## config.mk

```make
export PLATFORM = sky130hd
export DESIGN_NAME = pdisp_stream
export DESIGN_NICKNAME = d
export VERILOG_FILES = /design/src/rtl/pdisp_pkg.sv /design/src/rtl/pdisp_phase_timer.sv /design/src/rtl/pdisp_bus_pack.sv /design/src/rtl/pdisp_stream.sv
export SDC_FILE = /design/constraint.sdc
export NUM_CORES = 1
export LEC_CHECK = 0
export ABC_AREA = 1
export BUFFER_PORTS_ARGS = -buffer_cell sky130_fd_sc_hd__buf_4
export CAP_MARGIN = 5
export CORE_AREA = 2 2 90 113
export DETAILED_ROUTE_END_ITERATION = 10
export DIE_AREA = 0 0 92 115
export PLACE_DENSITY = 0.84
export SLEW_MARGIN = 10
export SYNTH_ARGS = -nofsm -noshare
export SYNTH_HDL_FRONTEND = slang
export SYNTH_SLANG_ARGS = --single-unit
```

## constraint.sdc

```tcl
create_clock -name clk -period 3.7 [get_ports clk]
set_input_delay 0.74 -clock clk [delete_from_list [all_inputs] [get_ports clk]]
set_output_delay 0.74 -clock clk [all_outputs]
set_load 0.02 [all_outputs]
```

## src/rtl/pdisp_pkg.sv

```systemverilog
package pdisp_pkg;
  typedef enum logic [1:0] {
    ST_IDLE  = 2'd0,
    ST_FETCH = 2'd1,
    ST_LOW   = 2'd2,
    ST_HIGH  = 2'd3
  } pd_state_t;

  localparam logic [1:0] MODE_W8  = 2'd0;
  localparam logic [1:0] MODE_W16 = 2'd1;
endpackage

```

## src/rtl/pdisp_phase_timer.sv

```systemverilog
module pdisp_phase_timer #(
  parameter int PW = 12
) (
  input  logic          clk,
  input  logic          rst,
  input  logic          restart,
  input  logic [PW-1:0] period,
  output logic          tick
);
  logic [PW-1:0] cnt;

  // Counts 0..period and saturates; tick marks the last cycle of a phase.
  always_ff @(posedge clk) begin
    if (rst || restart) cnt <= '0;
    else if (cnt != period) cnt <= cnt + 1'b1;
  end

  assign tick = (cnt == period);
endmodule

```

## src/rtl/pdisp_bus_pack.sv

```systemverilog
module pdisp_bus_pack
  import pdisp_pkg::*;
#(
  parameter int DW = 32
) (
  input  logic [DW-1:0] din,
  input  logic [1:0]    mode,
  output logic [DW-1:0] dout
);
  localparam int NL = DW / 8;

  int unsigned lanes;

  always_comb begin
    case (mode)
      MODE_W8:  lanes = 1;
      MODE_W16: lanes = 2;
      default:  lanes = NL;
    endcase
  end

  for (genvar i = 0; i < NL; i++) begin : g_lane
    assign dout[i*8 +: 8] = (i < lanes) ? din[i*8 +: 8] : 8'h00;
  end
endmodule

```

## src/rtl/pdisp_stream.sv

```systemverilog
module pdisp_stream
  import pdisp_pkg::*;
#(
  parameter int DW = 32,
  parameter int AW = 16,
  parameter int CW = 16,
  parameter int PW = 12
) (
  input  logic          clk,
  input  logic          rst,
  input  logic          start,
  input  logic [AW-1:0] cfg_addr,
  input  logic [CW-1:0] cfg_count,
  input  logic [1:0]    cfg_mode,
  input  logic [PW-1:0] cfg_period,
  input  logic          irq_clr,
  output logic          mem_rd,
  output logic [AW-1:0] mem_addr,
  input  logic [DW-1:0] mem_rdata,
  input  logic          pnl_ready,
  output logic [DW-1:0] pnl_data,
  output logic          pnl_wr,
  output logic          busy,
  output logic          irq
);
  pd_state_t     state;
  logic [CW-1:0] remaining;
  logic [1:0]    mode_q;
  logic [PW-1:0] period_q;
  logic          tick;
  logic          restart;
  logic [DW-1:0] packed_word;
  logic          can_rise;

  pdisp_phase_timer #(.PW(PW)) u_timer (
    .clk     (clk),
    .rst     (rst),
    .restart (restart),
    .period  (period_q),
    .tick    (tick)
  );

  pdisp_bus_pack #(.DW(DW)) u_pack (
    .din  (mem_rdata),
    .mode (mode_q),
    .dout (packed_word)
  );

  assign can_rise = (remaining != '0) && pnl_ready;

  always_comb begin
    restart = 1'b0;
    case (state)
      ST_FETCH: restart = 1'b1;
      ST_LOW:   restart = tick && ((remaining == '0) || pnl_ready);
      ST_HIGH:  restart = tick;
      default:  restart = 1'b0;
    endcase
  end

  always_ff @(posedge clk) begin
    if (rst) begin
      state     <= ST_IDLE;
      remaining <= '0;
      mode_q    <= '0;
      period_q  <= '0;
      mem_rd    <= 1'b0;
      mem_addr  <= '0;
      pnl_data  <= '0;
      pnl_wr    <= 1'b0;
      busy      <= 1'b0;
      irq       <= 1'b0;
    end else begin
      mem_rd <= 1'b0;
      if (irq_clr) irq <= 1'b0;
      case (state)
        ST_IDLE: begin
          if (start) begin
            if (cfg_count == '0) begin
              irq <= 1'b1;
            end else begin
              busy      <= 1'b1;
              mem_rd    <= 1'b1;
              mem_addr  <= cfg_addr;
              remaining <= cfg_count;
              mode_q    <= cfg_mode;
              period_q  <= cfg_period;
              state     <= ST_FETCH;
            end
          end
        end
        ST_FETCH: state <= ST_LOW;
        ST_LOW: begin
          if (tick) begin
            if (remaining == '0) begin
              state <= ST_IDLE;
              busy  <= 1'b0;
              irq   <= 1'b1;
            end else if (can_rise) begin
              state     <= ST_HIGH;
              pnl_wr    <= 1'b1;
              pnl_data  <= packed_word;
              remaining <= remaining - 1'b1;
              if (remaining != CW'(1)) begin
                mem_rd   <= 1'b1;
                mem_addr <= mem_addr + 1'b1;
              end
            end
          end
        end
        ST_HIGH: begin
          if (tick) begin
            pnl_wr <= 1'b0;
            state  <= ST_LOW;
          end
        end
        default: state <= ST_IDLE;
      endcase
    end
  end
endmodule

```

==> run summary <==
CTS Buf Count: 9
Area contributors post-synth: dfxtp_1, nand2_1, nor2_1
Residual DRC: 0
routability cong.: 0.862
Avg Inst Size Synth: 6.47 µm²
R2R depth: 8
initial core utilization: 56.5%
biggest area consumer among synthesized cells: dfxtp_1
Post-CTS Setup Bufs: 0
Filler Cell Count: 853
Synth Area in Adders: 1.16%
wire length per cell: 13.0 µm
crit share post-route: 65.2%
Area Overhead vs Synth: 23.9%
global-route wire length before repair: 23500 µm
Sink Count: 96
startpoint types: flip-flop
clk_skew: 0.00493 ns
DIE WIDTH: 92 µm
CTS Hold Bufs: 0
drt pass-1 iters: 5
top cell type's share of synthesized area: 35.8%
worst vdd ir: 0.290 mV
Power, Total: 2.92 mW
antenna-violating nets left: 0
Max Clock Freq: 414 MHz
RSZ-0062 raised after global routing: no
syn_nets: 918
share of layout cells above drive strength 1: 21.8%
synth unique cells: 36
Sum Neg Setup Slack: 0 ns
gr ovfl total: 0
via count: 5643
mapped cell area: 5370 µm²
status: completed
commonest cells after routing, fill and taps aside: nand2_1, buf_4, nor2_1
Post-synth ARST share: 0%
DIE AREA: 10600 µm²
Final Max Slew Viols: 0
# setup viols final: 0
Seq/Total Area, Yosys: 35.8%
vias per std cell: 5.25
crit path DAT: 2.61 ns
R2R setup slack: 1.29 ns
IO Pins: 135
cells after synthesis: 830
HP Class: reg2reg
compound-gate portion of the synthesized area: 12.4%
worst hold endpoint: pnl_data[16]
all-layer global routing usage: 27.0%
Worst Hold Launch: pnl_data[16]
row count: 40
endpoints failing hold: 0
worst r2r src: u_timer.cnt[2]
Post-Route WL: 14000 µm
IO Port Bufs: 134
xor/xnor share of the synthesized area: 1.96%
Max Cap Viol: 0
post-place setup slack: 1.25 ns
final core occ: 70.0%
mux contribution to synthesized area: 0.186%
PD cells: 438 nW/µm²
fin crit period: 2.41 ns
simple-gate share of the synthesized area: 39.9%
Worst Path Required: 3.90 ns
Setup WS post-layout: 1.29 ns
commonest non-fill, non-tap cell in the layout: nand2_1
PostCTS Resize Cnt: 0
CTS max path bufs: 2
CP Max Fanout: 33
Core ar.: 9510 µm²
combinational family with the most area after synthesis: simple AND/OR/NAND/NOR gates
slew of the pin with the lowest slew margin: 0.748 ns
RR Endpoint: pnl_data[26]
maximum number of pins on one net before global-route repair: 48
Worst-Skew Late Latency: 0.34 ns
Chip Height: 115 µm
DP HPWL: 9570 µm
Worst-path clk slew: 0.07 ns
Worst Setup End Kind: flip-flop
Leak: 3.05 nW
FF+latch count, synth: 96
Nets: 1031
clk root buf: clkbuf_16
H-Tree Level Count: 3
kind of critical path: reg2reg
Yosys warning count: 0
EDFF count, synth: 0
First DRT Iteration DRCs: 315
CTS tree: built
vias in the first global route: 5188
antenna violations before repair: 0
Worst slew margin: 50.1%
Synth Flop Type: dfxtp_1
Ant. Diodes: 0
hold path cells: 2
==> Yosys cell counts, types with 9 or more instances <==
cell,instances
a21oi_1,67
clkbuf_1,14
buf_2,11
inv_2,11
xor2_1,9
a21oi_2,10
nand2_2,11
o21ai_0,33
inv_1,62
nand3_1,67
nand2_1,253
dfxtp_1,96
nor2_1,113
==> logic make-up after synthesis <==
group / Yosys count
simple gates: 485
flops: 96
fa+ha+maj: 5
compound gates: 123
buf+inv: 108
xor+xnor: 12
mux: 1
==> sequential cells by signal (all words and copies together) (netlist names), 2 cells and up <==
register,flops
state,2
period_q,12
mode_q,2
remaining,16
mem_addr,16
pnl_data,32
u_timer.cnt,12
==> through the flow <==
| step | instance area, µm² | std cells | hold slack [ns] |
|---|---|---|---|
| after floorplan | 5370 | 830 | 0.444 |
| after global placement | 6370 | 1058 | 0.441 |
| after detailed placement | 6370 | 1058 | 0.447 |
| after CTS | 6660 | 1074 | 0.464 |
| after global routing | 6660 | 1074 | 0.476 |
| final | 6660 | 1074 | 0.464 |
==> report_power, final <==
group | internal [mW] | switching (mW) | total [mW]
sequential | 1.11 | 0.0962 | 1.21
combinational | 0.294 | 0.497 | 0.791
clock | 0.525 | 0.393 | 0.918
==> area by class of cell <==
class	instances	area (µm²)	area share [%]
Sequential cell	96	1920	28.9
Timing Repair Buffer	136	1020	15.3
Tap cell	126	158	2.37
Clock inverter	5	57.6	0.864
Multi-Input combinational cell	626	2990	44.9
Clock buffer	11	233	3.49
Inverter	74	280	4.21
==> critical path, stage by stage (launching register included) <==
cell and delay (ns):
dfxtp_1 0.45, xnor2_1 0.15, nand2_1 0.08, nor2_2 0.21
nand2_2 0.24, inv_2 0.26, nand3_2 0.56, nand2_1 0.23
a21oi_1 0.08
==> worst max-delay path by stage <==
stage	start	endpoint	slack, ns	depth (start not counted)
floorplan	cfg_count[15]	remaining[2]	1.84	9
global placement	cfg_count[12]	mode_q[1]	1.27	8
detailed placement	cfg_count[12]	mode_q[1]	1.25	8
CTS	u_timer.cnt[2]	pnl_data[5]	1.30	8
global route	u_timer.cnt[2]	pnl_data[0]	1.02	8
finish	u_timer.cnt[2]	pnl_data[26]	1.29	8
==> routing by layer <==
layer	up-vias	part of all wire, %	track usage (%)
met5	-	0	0
met4	0	1.7	9.65
met3	27	7.8	6.42
met2	211	50	47.9
met1	2533	40	31.8
li1	2872	-	-
No activity file was read; power rests on OpenSTA's default activity.
